**src/rtl/uirq_pkg.sv**
```systemverilog
package uirq_pkg;
   localparam int unsigned NSRC = 8;
   localparam int unsigned IEN_W = 7;

   typedef enum logic [2:0] {
      SRC_LINE = 3'd0,
      SRC_TOUT = 3'd1,
      SRC_RXD  = 3'd2,
      SRC_TXS  = 3'd3,
      SRC_MDM  = 3'd4,
      SRC_PIN  = 3'd5,
      SRC_XOFF = 3'd6,
      SRC_FLOW = 3'd7
   } src_e;

   localparam logic [5:0] CODE_NONE = 6'b000001;
   localparam logic [5:0] CODE_TXS  = 6'b000010;

   // rank 0 is the most urgent
   function automatic logic [5:0] src_code(input int unsigned rank);
      logic [5:0] c;
      case (rank)
         0: c = 6'b000110;
         1: c = 6'b001100;
         2: c = 6'b000100;
         3: c = 6'b000010;
         4: c = 6'b000000;
         5: c = 6'b110000;
         6: c = 6'b010000;
         default: c = 6'b100000;
      endcase
      return c;
   endfunction
endpackage

```
**src/rtl/uirq_rx_timeout.sv**
```systemverilog
module uirq_rx_timeout #(
   parameter int unsigned TO_CHARS = 4
) (
   input  logic clk,
   input  logic rst_n,
   input  logic rx_nonempty_i,
   input  logic below_trig_i,
   input  logic stop_mid_i,
   input  logic rx_pop_i,
   input  logic char_tick_i,
   output logic fire_o
);
   localparam int unsigned CW = $clog2(TO_CHARS + 1);
   localparam logic [CW-1:0] LIMIT = CW'(TO_CHARS);

   initial begin
      if (TO_CHARS < 1) $error("TO_CHARS must be at least 1");
   end

   logic [CW-1:0] cnt_q;
   logic          restart;

   assign restart = stop_mid_i | rx_pop_i | ~rx_nonempty_i;

   always_ff @(posedge clk or negedge rst_n) begin
      if (!rst_n) begin
         cnt_q <= '0;
      end else if (restart) begin
         cnt_q <= '0;
      end else if (char_tick_i && cnt_q != LIMIT) begin
         cnt_q <= cnt_q + 1'b1;
      end
   end

   assign fire_o = (cnt_q == LIMIT) & rx_nonempty_i & below_trig_i;

   AST_TO_RESTART: assert property (@(posedge clk) disable iff (!rst_n)
      stop_mid_i |=> !fire_o);
endmodule

```
**src/rtl/uirq_err_tally.sv**
```systemverilog
module uirq_err_tally #(
   parameter int unsigned FIFO_DEPTH = 64
) (
   input  logic clk,
   input  logic rst_n,
   input  logic push_err_i,
   input  logic pop_err_i,
   input  logic clr_i,
   output logic err_sum_o
);
   localparam int unsigned TW = $clog2(FIFO_DEPTH + 1);
   localparam logic [TW-1:0] TMAX = TW'(FIFO_DEPTH);

   initial begin
      if (FIFO_DEPTH < 2) $error("FIFO_DEPTH must be at least 2");
   end

   logic [TW-1:0] tally_q;
   logic          up, down;

   assign up   = push_err_i & ~pop_err_i & (tally_q != TMAX);
   assign down = pop_err_i & ~push_err_i & (tally_q != '0);

   always_ff @(posedge clk or negedge rst_n) begin
      if (!rst_n) begin
         tally_q <= '0;
      end else if (clr_i) begin
         tally_q <= '0;
      end else if (up) begin
         tally_q <= tally_q + 1'b1;
      end else if (down) begin
         tally_q <= tally_q - 1'b1;
      end
   end

   assign err_sum_o = (tally_q != '0);

   AST_CLR_EMPTIES: assert property (@(posedge clk) disable iff (!rst_n)
      clr_i |=> !err_sum_o);
   AST_ERR_RAISES: assert property (@(posedge clk) disable iff (!rst_n)
      (push_err_i && !pop_err_i && !clr_i) |=> err_sum_o);
endmodule

```
**src/rtl/uirq_prio.sv**
```systemverilog
module uirq_prio #(
   parameter int unsigned N = uirq_pkg::NSRC
) (
   input  logic [N-1:0] req_i,
   output logic [5:0]   code_o,
   output logic         pend_o
);
   initial begin
      if (N != uirq_pkg::NSRC) $error("prio width must match source count");
   end

   always_comb begin
      code_o = uirq_pkg::CODE_NONE;
      for (int i = N - 1; i >= 0; i--) begin
         if (req_i[i]) code_o = uirq_pkg::src_code(i);
      end
      pend_o = |req_i;
   end
endmodule

```
**src/rtl/uart_irq_ident.sv**
```systemverilog
module uart_irq_ident #(
   parameter int unsigned FIFO_DEPTH = 64,
   parameter int unsigned TO_CHARS   = 4,
   parameter bit          OUT_REG    = 1'b1
) (
   input  logic       clk,
   input  logic       rst_n,
   input  logic       fifo_en_i,
   input  logic [6:0] ien_i,
   input  logic       rx_nonempty_i,
   input  logic       rx_at_trig_i,
   input  logic       rx_push_i,
   input  logic       rx_push_err_i,
   input  logic       rx_pop_i,
   input  logic       rx_pop_err_i,
   input  logic       rx_fifo_clr_i,
   input  logic [2:0] head_err_i,
   input  logic       stop_mid_i,
   input  logic       char_tick_i,
   input  logic       tx_below_i,
   input  logic       tx_write_i,
   input  logic       modem_chg_i,
   input  logic       pin_chg_i,
   input  logic       xoff_i,
   input  logic       flow_chg_i,
   input  logic       iir_rd_i,
   output logic [7:0] iir_o,
   output logic       err_sum_o,
   output logic [2:0] head_err_o,
   output logic       irq_n_o
);
   import uirq_pkg::*;

   logic            to_fire, err_sum;
   logic            thr_q, below_q, rpt_thr;
   logic [NSRC-1:0] raw, en_sel, req;
   logic [5:0]      code;
   logic            pend;
   logic [7:0]      iir_n;

   uirq_rx_timeout #(.TO_CHARS(TO_CHARS)) u_tout (
      .clk, .rst_n,
      .rx_nonempty_i,
      .below_trig_i (fifo_en_i & ~rx_at_trig_i),
      .stop_mid_i,
      .rx_pop_i,
      .char_tick_i,
      .fire_o       (to_fire)
   );

   uirq_err_tally #(.FIFO_DEPTH(FIFO_DEPTH)) u_tally (
      .clk, .rst_n,
      .push_err_i (rx_push_i & rx_push_err_i),
      .pop_err_i  (rx_pop_i & rx_pop_err_i),
      .clr_i      (rx_fifo_clr_i),
      .err_sum_o  (err_sum)
   );

   // transmit-space latch: edge-set, acknowledge-cleared
   assign rpt_thr = (iir_o[5:0] == CODE_TXS);

   always_ff @(posedge clk or negedge rst_n) begin
      if (!rst_n) begin
         below_q <= 1'b1;
         thr_q   <= 1'b0;
      end else begin
         below_q <= tx_below_i;
         if (!ien_i[1] || tx_write_i || (iir_rd_i && rpt_thr)) begin
            thr_q <= 1'b0;
         end else if (tx_below_i && !below_q) begin
            thr_q <= 1'b1;
         end
      end
   end

   always_comb begin
      raw           = '0;
      raw[SRC_LINE] = err_sum;
      raw[SRC_TOUT] = to_fire;
      raw[SRC_RXD]  = fifo_en_i ? rx_at_trig_i : rx_nonempty_i;
      raw[SRC_TXS]  = thr_q;
      raw[SRC_MDM]  = modem_chg_i;
      raw[SRC_PIN]  = pin_chg_i;
      raw[SRC_XOFF] = xoff_i;
      raw[SRC_FLOW] = flow_chg_i;
      en_sel           = '0;
      en_sel[SRC_LINE] = ien_i[2];
      en_sel[SRC_TOUT] = ien_i[0];
      en_sel[SRC_RXD]  = ien_i[0];
      en_sel[SRC_TXS]  = 1'b1;
      en_sel[SRC_MDM]  = ien_i[3];
      en_sel[SRC_PIN]  = ien_i[4];
      en_sel[SRC_XOFF] = ien_i[5];
      en_sel[SRC_FLOW] = ien_i[6];
   end

   for (genvar g = 0; g < NSRC; g++) begin : g_gate
      assign req[g] = raw[g] & en_sel[g];
   end

   uirq_prio #(.N(NSRC)) u_prio (
      .req_i  (req),
      .code_o (code),
      .pend_o (pend)
   );

   assign iir_n = {{2{fifo_en_i}}, code[5:1], ~pend};

   if (OUT_REG) begin : g_reg_out
      always_ff @(posedge clk or negedge rst_n) begin
         if (!rst_n) begin
            iir_o   <= 8'h01;
            irq_n_o <= 1'b1;
         end else begin
            iir_o   <= iir_n;
            irq_n_o <= ~pend;
         end
      end

      AST_LINE_FIRST: assert property (@(posedge clk) disable iff (!rst_n)
         (err_sum && ien_i[2]) |=> (iir_o[5:0] == 6'b000110));
   end else begin : g_comb_out
      assign iir_o   = iir_n;
      assign irq_n_o = ~pend;
   end

   assign err_sum_o  = err_sum;
   assign head_err_o = rx_nonempty_i ? head_err_i : 3'b000;

   AST_IRQ_IDLE: assert property (@(posedge clk) disable iff (!rst_n)
      irq_n_o |-> (iir_o[5:0] == 6'b000001));
   AST_THR_GATED: assert property (@(posedge clk) disable iff (!rst_n)
      !ien_i[1] |=> !thr_q);
endmodule

```
**config.mk**
```make
export PLATFORM = sky130hd
export DESIGN_NAME = uart_irq_ident
export DESIGN_NICKNAME = d
export VERILOG_FILES = /design/src/rtl/uirq_pkg.sv /design/src/rtl/uirq_rx_timeout.sv /design/src/rtl/uirq_err_tally.sv /design/src/rtl/uirq_prio.sv /design/src/rtl/uart_irq_ident.sv
export SDC_FILE = /design/constraint.sdc
export NUM_CORES = 1
export LEC_CHECK = 0
export ABC_AREA = 1
export BUFFER_PORTS_ARGS = -buffer_cell sky130_fd_sc_hd__clkbuf_2
export CORE_MARGIN = 1.5
export CORE_UTILIZATION = 54
export DETAILED_ROUTE_END_ITERATION = 16
export GPL_TIMING_DRIVEN = 0
export HOLD_SLACK_MARGIN = 0.03
export PLACE_DENSITY = 0.84
export SLEW_MARGIN = 10
export SYNTH_ARGS = -nofsm -noshare
export SYNTH_HDL_FRONTEND = slang
export SYNTH_SLANG_ARGS = --single-unit
```
**constraint.sdc**
```tcl
create_clock -name clk -period 4.3 [get_ports clk]
set_input_delay 0.43 -clock clk [delete_from_list [all_inputs] [get_ports clk]]
set_output_delay 0.43 -clock clk [all_outputs]
set_load 0.01 [all_outputs]
```
==> results of run 1 <==
critical path, stage by stage (launching register included):
cell	delay, ns
dfrtp_1	0.43
nor2_1	0.15
nand2_2	0.12
o21ai_4	0.35
inv_1	0.10
fa_1	0.42
inv_1	0.11
nand4_1	0.10
nand3_1	0.08
nand3_1	0.08
nand3_1	0.09
nand2_1	0.05
metal layers:
| layer | track usage | up-vias |
|---|---|---|
| met2 | 0.404 | 34 |
| met1 | 0.288 | 554 |
| li1 | - | 632 |
| met3 | 0.0603 | 4 |
| met4 | 0.0921 | 0 |
| met5 | 0 | - |
final timing paths:
| path | cells past startpoint | end | startpoint | slack [ns] |
|---|---|---|---|---|
| worst max register to register | 11 | u_tally.tally_q[6]$_DFFE_PN0P_ | u_tally.tally_q[1]$_DFFE_PN0P_ | 2.13 |
| worst min-delay path | 1 | u_tally.tally_q[2]$_DFFE_PN0P_ | rst_n | 0.06 |
| min in group clk | 1 | below_q$_DFF_PN1_ | tx_below_i | 0.22 |
| worst max-delay path | 11 | u_tally.tally_q[6]$_DFFE_PN0P_ | u_tally.tally_q[1]$_DFFE_PN0P_ | 2.13 |
| worst min register to register | 1 | u_tout.cnt_q[2]$_DFFE_PN0P_ | u_tout.cnt_q[2]$_DFFE_PN0P_ | 0.50 |
| max in group asynchronous | 1 | iir_o[0]$_DFF_PN1_ | rst_n | 3.89 |
through the flow:
stage	util	power, mW	hold WS (ns)
after floorplan	-	0.530	0.134
final	0.696	0.710	0.0639
after CTS	0.696	0.713	0.0637
after detailed placement	0.684	0.621	0.402
after global placement	0.684	0.608	0.400
after global routing	0.696	0.790	0.0837
sequential cells by signal (all words and copies together) (netlist names):
signal / cells
u_tout.cnt_q: 3
iir_o: 7
below_q: 1
u_tally.tally_q: 7
thr_q: 1
layout by cell type (no fill, tap or decap):
cell and count:
nand2_1 46, clkbuf_2 41, inv_1 25, dfrtp_1 17, nor2_1 16, nand3_1 10
ha_1 8, a21oi_1 6, nor3_1 4, o21ai_1 4, nand2_2 3, nand4_1 3
clkbuf_4 3, a21oi_2 2, clkinv_2 2, buf_4 2, dfstp_2 2, nor2_2 1
inv_2 1, nand3_2 1, and2_1 1, o21ai_4 1, nor3_2 1, a211oi_1 1
o21ai_0 1, o21ai_2 1, nand3_4 1, o21bai_1 1, xor2_1 1, xnor2_1 1
or2_2 1, nand3b_1 1, o211ai_1 1, a31o_2 1, a31oi_1 1, fa_1 1
report_power, final:
group / switching (mW) / leakage (nW) / internal (mW) / total (mW)
clock network: 0.0540 / 0.0177 / 0.0347 / 0.0887
registers: 0.0316 / 0.244 / 0.215 / 0.247
logic: 0.224 / 0.644 / 0.150 / 0.375
area by class of cell:
class                   count  area [sq um]
clock buffers               3          22.5
repair buffers             41           205
flip-flops and latches     19           478
clock inverters             1          5.00
well taps                  28          35.0
inverters                  27           103
fillers                   186           672
plain buffers               2          15.0
multi-input cells         120           677
logic make-up (layout without fill, tap and decap cells):
family	after synthesis	after routing
xor gates and xnor gates	2	2
DFF	19	19
and+or+nand+nor	89	89
buffers and inverters	29	74
AOI/OAI and AO/OA	20	20
adders and majority gates	9	9
==> run_results.csv, run 1 <==
group,metric,value,unit
synth,post-synth-top-area-cell,"dfrtp_1",
synth,synthDistinctLibCells,34,
clock_tree,cts_made_buffers,3,
timing,rsz0062_at_grt,"no",
global_routing,grt_pass1_vias,1180,
final_layout,n_antenna_cell,0,
critical_path,startpoint_type,"flip-flop",
timing,hold_violations,0,
detailed_routing,post_drt_wl_per_cell,10.6,um
timing,relSlewSlack,0.685,
floorplan,die_area,2660,sq um
synth,synth_area_leaders,"dfrtp_1, nand2_1, ha_1, inv_1, nor2_1",
global_routing,overflow,0,
detailed_routing,routed_wl,2540,um
clock_tree,holdBufCountCts,0,
synth,synth_nets,206,
clock_tree,insertion_delay,0.30,ns
final_layout,drive_above_1_share,0.300,
detailed_routing,routed.top_layer,"met4",
place,place_hpwl,2110,um
synth,synthXorXnorAreaFrac,0.0138,
timing,tns,0,ns
synth,synth_edf_count,0,
timing,fmax,460,MHz
global_routing,antenna_found_initial,0,
floorplan,num_rows,17,
synth,synth_top_family_by_area,"simple AND/OR/NAND/NOR gates",
synth,synth_commonest_cells,"nand2_1, inv_1, dfrtp_1",
clock_tree,worst_setup_hold_path_clk_slew,0.10,ns
synth,synth_ff_type,"dfrtp_1",
detailed_routing,num_vias,1224,
status,status,"finished clean",
critical_path,arrival,2.37,ns
floorplan,chipWidth,51.5,um
synth,yosysTopAreaCellShare,0.334,
timing,setup_viol,0,
final_layout,fin_nets,252,
final_layout,fin_cells,241,
synth,synth-simple-area-share,0.318,
floorplan,core_area,2210,sq um
timing,setup_slack,2.13,ns
place,dpl_worst_slack,2.17,ns
global_routing,grt_pass1_wl,4710,um
final_layout,design_area,1540,sq um
timing,period_needed,2.17,ns
pwr,leakage,0.906,nW
timing,slew_viol_final,0,
critical_path,path_max_fanout,11,
job,drv_cap,0,
detailed_routing,vias_per_cell,5.08,
synth,netlist_instances,168,
clock_tree,clock_sinks,19,
synth,synth_area,1270,sq um
critical_path,crit_type,"reg -> reg",
synth,synth_compound_area_frac,0.106,
floorplan,pin_count,42,
synth,ys_warn_count,0,
clock_tree,clockBufferDepth,2,
synth,avgSynthCellArea,7.57,sq um
min_path,hold_class,"in -> async",
timing,worstMarginPinSlew,0.472,ns
detailed_routing,drtIter0Drc,30,
clock_tree,post_cts_buffers,0,
synth,synthAdderAreaFrac,0.0944,
floorplan,die_h,51.5,um
timing,fin_skew,0.000632,ns
clock_tree,cts_tree,"yes",
synth,synth.most_common_cell,"nand2_1",
pwr,irDropWorstVdd,0.330,mV
detailed_routing,firstDrtPassIters,4,
critical_path,worstPathRequired,4.50,ns
detailed_routing,ant_nets,0,
clock_tree,root_buffer,"clkbuf_4",
global_routing,grt_max_degree,20,
pwr,powerDensity,461,nW/um^2
critical_path,cp-end-kind,"flip-flop",
timing,fin_crit_sh,0.505,
place,io_buffers,41,
clock_tree,cts_resized,0,
synth,seq_area_frac_synth,0.376,
floorplan,start_util,0.575,
detailed_routing,wl_met2,1280,um
place,gp_congestion,0.822,
place,place_inst,237,
global_routing,grtUsageTotal,0.238,
detailed_routing,met1_length,1090,um
clock_tree,h-tree-depth,1,
synth,synthArstFlopShare,1.00,
final_layout,syn_to_final_growth,21.0,%
synth,synth.ff_latch_count,19,
synth,synthMuxAreaShare,0,
detailed_routing,route.detailed.drc,0,
place,placed_area,1510,sq um
detailed_routing,wl_met3,134,um
No activity file was read; power rests on OpenSTA's default activity.
==> run 2: changes to the inputs <==
--- a/config.mk
+++ b/config.mk
@@ -8,11 +8,11 @@
 export ABC_AREA = 1
 export BUFFER_PORTS_ARGS = -buffer_cell sky130_fd_sc_hd__clkbuf_2
 export CORE_MARGIN = 1.5
-export CORE_UTILIZATION = 54
+export CORE_UTILIZATION = 45
 export DETAILED_ROUTE_END_ITERATION = 16
 export GPL_TIMING_DRIVEN = 0
 export HOLD_SLACK_MARGIN = 0.03
-export PLACE_DENSITY = 0.84
+export PLACE_DENSITY = 0.74
 export SLEW_MARGIN = 10
 export SYNTH_ARGS = -nofsm -noshare
 export SYNTH_HDL_FRONTEND = slang
==> constraint.sdc (replaced) <==
create_clock -name clk -period 1.7 [get_ports clk]
set_input_delay 0.17 -clock clk [delete_from_list [all_inputs] [get_ports clk]]
set_output_delay 0.17 -clock clk [all_outputs]
set_load 0.01 [all_outputs]
==> run_results.csv, run 2 (synthesized netlist as in run 1, its figures left out) <==
group,metric,value,unit
status,status,"finished with violations",
status,violations,"negative setup slack",
final_layout,fin_util,0.669,
detailed_routing,firstDrtPassIters,4,
final_layout,syn_to_final_growth,42.6,%
final_layout,fin_nets,271,
timing,setup_slack,-0.183,ns
detailed_routing,met1_length,1220,um
clock_tree,worst_setup_hold_path_clk_slew,0.11,ns
critical_path,ff2ff_setup_slack,-0.18,ns
min_path,hold_class,"in -> reg",
place,place_hpwl,2080,um
critical_path,cp_num_buf_inv,3,
global_routing,overflow,0,
final_layout,drive_above_1_share,0.418,
global_routing,grt_pass1_wl,4940,um
clock_tree,cts_made_buffers,3,
critical_path,path_delay_family,"simple AND/OR/NAND/NOR gates",
floorplan,core_area,2710,sq um
timing,worstMarginPinSlew,0.463,ns
detailed_routing,route.detailed.drc,0,
detailed_routing,vias_per_cell,4.77,
detailed_routing,wl_met2,1480,um
clock_tree,insertion_delay,0.30,ns
pwr,powerDensity,1210,nW/um^2
place,io_buffers,41,
timing,hold_violations,0,
final_layout,final_common_cell,"nand2_1",
detailed_routing,post_drt_wl_per_cell,10.6,um
floorplan,start_util,0.470,
critical_path,path_common_cell,"nand3_1",
critical_path,cp-end-kind,"flip-flop",
timing,tns,-0.486,ns
timing,fin_skew,0.00601,ns
final_layout,reg_top3,"iir_o (7), u_tally.tally_q (7), u_tout.cnt_q (3)",
final_layout,n_antenna_cell,0,
global_routing,grt_pass1_vias,1247,
place,dpl_worst_slack,-0.430,ns
final_layout,fin_cells,263,
timing,relSlewSlack,0.692,
global_routing,grt_max_degree,20,
critical_path,crit_type,"reg -> reg",
clock_tree,cts_tree,"yes",
timing,fmax,531,MHz
final_layout,n_fill_cell,241,
job,drv_cap,0,
timing,fin_crit_sh,1.11,
global_routing,antenna_found_initial,0,
clock_tree,clock_sinks,19,
final_layout,seqCellArea,478,sq um
timing,slew_viol_final,0,
critical_path,cpPeakStageDelay,0.40,ns
detailed_routing,num_vias,1254,
critical_path,path_max_fanout,8,
detailed_routing,ant_nets,0,
pwr,leakage,1.00,nW
floorplan,chipWidth,56.2,um
critical_path,cp_slowest_cell,"dfrtp_1",
critical_path,arrival,2.08,ns
pwr,irDropWorstVdd,0.771,mV
final_layout,layout_common_cells,"nand2_1, clkbuf_2, inv_1",
floorplan,num_rows,19,
floorplan,die_h,56.2,um
pwr,fin_total_pwr,2.19,mW
critical_path,worstPathRequired,1.89,ns
critical_path,startpoint_type,"flip-flop",
place,gp_congestion,0.866,
detailed_routing,routed.top_layer,"met4",
critical_path,path_cells,"nor2_2 -> nand2_2 -> o21ai_4 -> buf_12 -> inv_4 -> fa_2 -> inv_2 -> nand4_1 -> nand3_1 -> nand3_1 -> nand3_1 -> nand2_1",
place,place_inst,240,
floorplan,pin_count,42,
timing,rsz0062_at_grt,"yes",
floorplan,die_area,3160,sq um
detailed_routing,routed_wl,2800,um
final_layout,multi_input_area,779,sq um
clock_tree,h-tree-depth,1,
clock_tree,root_buffer,"clkbuf_4",
detailed_routing,drtIter0Drc,21,
clock_tree,clockBufferDepth,2,
timing,period_needed,1.88,ns
timing,setup_viol,5,
detailed_routing,wl_met3,88,um
global_routing,grtUsageTotal,0.195,
run 2: worst reg2reg max path: cells and delay by family, from the launching register on:
family	cells	cell delay, ns
AO/OA/AOI/OAI	1	0.17
adder cells (fa/ha/maj)	1	0.35
flip-flops	1	0.40
AND/OR/NAND/NOR	7	0.60
buffers and inverters	3	0.26
run 2: final timing paths:
check / from / end / cells past startpoint
max: u_tally.tally_q[4]$_DFFE_PN0P_ / u_tally.tally_q[6]$_DFFE_PN0P_ / 12
max in group asynchronous: rst_n / below_q$_DFF_PN1_ / 2
min: ien_i[1] / thr_q$_DFFE_PN0P_ / 3
min in group asynchronous: rst_n / iir_o[4]$_DFF_PN0_ / 2
max reg2reg: u_tally.tally_q[4]$_DFFE_PN0P_ / u_tally.tally_q[6]$_DFFE_PN0P_ / 12
min reg2reg: u_tout.cnt_q[2]$_DFFE_PN0P_ / u_tout.cnt_q[2]$_DFFE_PN0P_ / 1
run 2: layout make-up:
type / count / share of cell area
Sequential cell: 19 / 0.263
Buffer: 2 / 0.00828
Multi-Input combinational cell: 120 / 0.430
Tap cell: 31 / 0.0214
Timing Repair Buffer: 60 / 0.204
Clock inverter: 1 / 0.00276
Clock buffer: 3 / 0.0124
Inverter: 27 / 0.0579
run 2: routing by layer:
| metal | track usage | up-vias |
|---|---|---|
| li1 | - | 665 |
| met5 | 0 | - |
| met4 | 0.0306 | 0 |
| met3 | 0.0488 | 2 |
| met2 | 0.373 | 16 |
| met1 | 0.218 | 571 |
run 2: report_power, final:
group	switching, mW	internal, mW
Clock	0.139	0.0876
Sequential	0.0610	0.544
Combinational	0.705	0.653
Total	0.905	1.28
run 2: through the flow:
stage | hold slack [ns] | instance area [sq um]
6_report | 0.107 | 1810
5_1_grt | 0.105 | 1810
4_1_cts | 0.104 | 1730
3_5_place_dp | 0.146 | 1520
3_3_place_gp | 0.144 | 1520
2_1_floorplan | -0.126 | 1270
run 2: timing repair:
item,in CTS,in global routing
hold buffers,4,0
setup buffers,12,3
endpoints found under the setup margin,6,6
hold endpoints to repair,20,0
gates resized for setup,8,11
pin swaps,6,11
==> run 3: changes to the inputs <==
--- a/config.mk
+++ b/config.mk
@@ -8,7 +8,7 @@
 export ABC_AREA = 1
 export BUFFER_PORTS_ARGS = -buffer_cell sky130_fd_sc_hd__clkbuf_2
 export CORE_MARGIN = 1.5
-export CORE_UTILIZATION = 45
+export CORE_UTILIZATION = 46
 export DETAILED_ROUTE_END_ITERATION = 16
 export GPL_TIMING_DRIVEN = 0
 export HOLD_SLACK_MARGIN = 0.03
@@ -16,4 +16,5 @@
 export SLEW_MARGIN = 10
 export SYNTH_ARGS = -nofsm -noshare
 export SYNTH_HDL_FRONTEND = slang
+export SYNTH_HIERARCHICAL = 1
 export SYNTH_SLANG_ARGS = --single-unit
==> run_results.csv, run 3 <==
group,metric,value,unit
place,io_buffers,41,
global_routing,antenna_found_initial,0,
timing,hold_ws,0.0995,ns
critical_path,crit_type,"reg -> reg",
timing,period_needed,1.97,ns
detailed_routing,route.detailed.drc,0,
clock_tree,root_buffer,"clkbuf_4",
final_layout,final_common_cell,"nand2_1",
critical_path,cp-end-kind,"flip-flop",
global_routing,grt_max_degree,20,
floorplan,chipWidth,58.4,um
place,gp_congestion,0.798,
critical_path,cp-startpoint,"u_tally/tally_q[0]$_DFFE_PN0P_",
final_layout,fin_cells,297,
place,place_inst,273,
synth,yosysTopAreaCellShare,0.302,
synth,synth.ff_latch_count,19,
timing,fin_crit_sh,1.16,
status,violations,"negative setup slack",
synth,avgSynthCellArea,7.02,sq um
pwr,leakage,1.12,nW
status,status,"finished with violations",
pwr,irDropWorstVdd,0.720,mV
timing,rsz0062_at_grt,"yes",
min_path,hold_class,"in -> reg",
detailed_routing,post_drt_wl_per_cell,10.7,um
detailed_routing,drtIter0Drc,16,
critical_path,startpoint_type,"flip-flop",
critical_path,cpPeakStageDelay,0.44,ns
timing,worstMarginPinSlew,0.461,ns
floorplan,die_area,3410,sq um
synth,synth.most_common_cell,"nand2_1",
final_layout,drive_above_1_share,0.391,
clock_tree,cts_tree,"yes",
clock_tree,worst_setup_hold_path_clk_slew,0.11,ns
detailed_routing,firstDrtPassIters,4,
detailed_routing,vias_per_cell,4.75,
min_path,holdPathStages,4,
critical_path,r2r_end,"u_tally/tally_q[2]$_DFFE_PN0P_",
global_routing,grt_pass1_wl,5330,um
critical_path,reg2reg_depth,12,
synth,synthDistinctLibCells,32,
critical_path,reg2reg_from,"u_tally/tally_q[0]$_DFFE_PN0P_",
timing,slew_viol_final,0,
timing,hold_violations,0,
final_layout,layout_common_cells,"nand2_1, clkbuf_2, inv_1",
global_routing,grt.met3_usage,0.0440,
global_routing,use_met1,0.238,
floorplan,num_rows,19,
synth,ys_warn_count,6,
detailed_routing,num_vias,1411,
critical_path,path_cells,"nor2_2 -> nand2_4 -> o21ai_4 -> buf_12 -> inv_4 -> fa_2 -> inv_2 -> buf_4 -> buf_6 -> or2_2 -> nand3_2 -> nand2_1",
global_routing,overflow,0,
synth,netlist_instances,201,
global_routing,met2_usage,0.361,
clock_tree,clockBufferDepth,2,
timing,fmax,507,MHz
floorplan,core_area,2830,sq um
timing,setup_viol,6,
clock_tree,cts_made_buffers,3,
detailed_routing,ant_nets,0,
synth,post-synth-top-area-cell,"dfrtp_1",
global_routing,grt-busiest-layer,"met2",
min_path,worstHoldStart,"tx_write_i",
critical_path,worstPathRequired,1.95,ns
clock_tree,h-tree-depth,1,
timing,setup_slack,-0.271,ns
final_layout,syn_to_final_growth,37.6,%
floorplan,pin_count,42,
synth,synth_area_leaders,"dfrtp_1, nand2_1, inv_1, ha_1, nor2_1",
synth,synth_area,1410,sq um
final_layout,fin_nets,305,
synth,synthArstFlopShare,1.00,
floorplan,start_util,0.498,
pwr,powerDensity,1230,nW/um^2
place,place_hpwl,2250,um
final_layout,seqCellArea,478,sq um
synth,synth_ff_type,"dfrtp_1",
critical_path,ff2ff_setup_slack,-0.27,ns
floorplan,die_h,58.4,um
final_layout,reg_top3,"iir_o (7), u_tally/tally_q (7), u_tout/cnt_q (3)",
synth,synth_edf_count,0,
timing,relSlewSlack,0.693,
synth,synth_commonest_cells,"nand2_1, inv_1, nor2_1",
global_routing,grtUsageTotal,0.201,
timing,fin_skew,0.00486,ns
final_layout,n_antenna_cell,0,
critical_path,arrival,2.22,ns
clock_tree,insertion_delay,0.30,ns
clock_tree,clock_sinks,19,
global_routing,grt_pass1_vias,1345,
synth,seq_area_frac_synth,0.339,
critical_path,path_max_fanout,7,
final_layout,multi_input_area,823,sq um
critical_path,cp_slowest_cell,"dfrtp_1",
job,drv_cap,0,
final_layout,n_fill_cell,256,
detailed_routing,routed_wl,3190,um
min_path,holdPathEnd,"thr_q$_DFFE_PN0P_",
synth,synth_nets,239,
[run 3: worst max-delay path by stage]
| stage | to | slack (ns) | cells after the start |
|---|---|---|---|
| CTS | u_tally/tally_q[6]$_DFFE_PN0P_ | -0.22 | 12 |
| floorplan | u_tally/tally_q[6]$_DFFE_PN0P_ | -0.18 | 12 |
| global placement | u_tally/tally_q[6]$_DFFE_PN0P_ | -0.39 | 12 |
| finish | u_tally/tally_q[2]$_DFFE_PN0P_ | -0.27 | 12 |
| global route | u_tally/tally_q[6]$_DFFE_PN0P_ | -0.37 | 11 |
| detailed placement | u_tally/tally_q[6]$_DFFE_PN0P_ | -0.41 | 12 |
[run 3: layout make-up]
type	instances	area share
Buffer	2	0.00774
Clock buffer	3	0.0116
Clock inverter	1	0.00258
Inverter	43	0.0922
Multi-Input combinational cell	137	0.424
Sequential cell	19	0.246
Tap cell	31	0.0200
Timing Repair Buffer	61	0.195
[run 3: where the power goes]
group	switching (mW)	internal [mW]	leakage, nW
registers	0.0768	0.550	0.246
logic	0.810	0.721	0.857
clock network	0.139	0.0877	0.0177
total	1.03	1.36	1.12
[run 3: logic make-up (layout without fill, tap and decap cells)]
| group | Yosys count | in the layout | share of synthesized area |
|---|---|---|---|
| AO/OA/AOI/OAI | 14 | 14 | 0.0657 |
| XOR/XNOR | 2 | 2 | 0.0124 |
| adder cells (fa/ha/maj) | 9 | 9 | 0.0852 |
| buffers and inverters | 45 | 110 | 0.136 |
| flip-flops | 19 | 19 | 0.339 |
| AND/OR/NAND/NOR | 112 | 112 | 0.362 |
[run 3: repair_timing]
item | 4_1_cts | 5_1_grt
resized for setup | 11 | 5
endpoints found under the hold margin | 19 | 0
pin swaps | 9 | 9
hold buffers | 3 | 0
setup endpoints to repair | 6 | 6
buffers inserted | 11 | 6
[run 3: stage by stage]
step	total power [mW]	utilization	TNS [ns]	setup WS, ns	cell area (sq um)
2_1_floorplan	1.44	-	-0.724	-0.178	1420
3_3_place_gp	1.68	0.586	-1.73	-0.391	1660
3_5_place_dp	1.70	0.586	-1.98	-0.415	1660
4_1_cts	2.19	0.663	-0.913	-0.217	1870
5_1_grt	2.59	0.686	-1.93	-0.372	1940
6_report	2.38	0.686	-1.37	-0.271	1940
[run 3: layer usage]
layer	vias to the layer above	share of wire
li1	736	-
met1	631	0.43
met2	40	0.51
met3	4	0.050
met4	0	0.010
met5	-	0
[run 3: critical path: cells and delay by family, from the launching register on]
family | cells | cell delay [ns]
AOI/OAI and AO/OA | 1 | 0.18
DFF | 1 | 0.44
adders and majority gates | 1 | 0.35
buffers and inverters | 5 | 0.46
and+or+nand+nor | 5 | 0.49
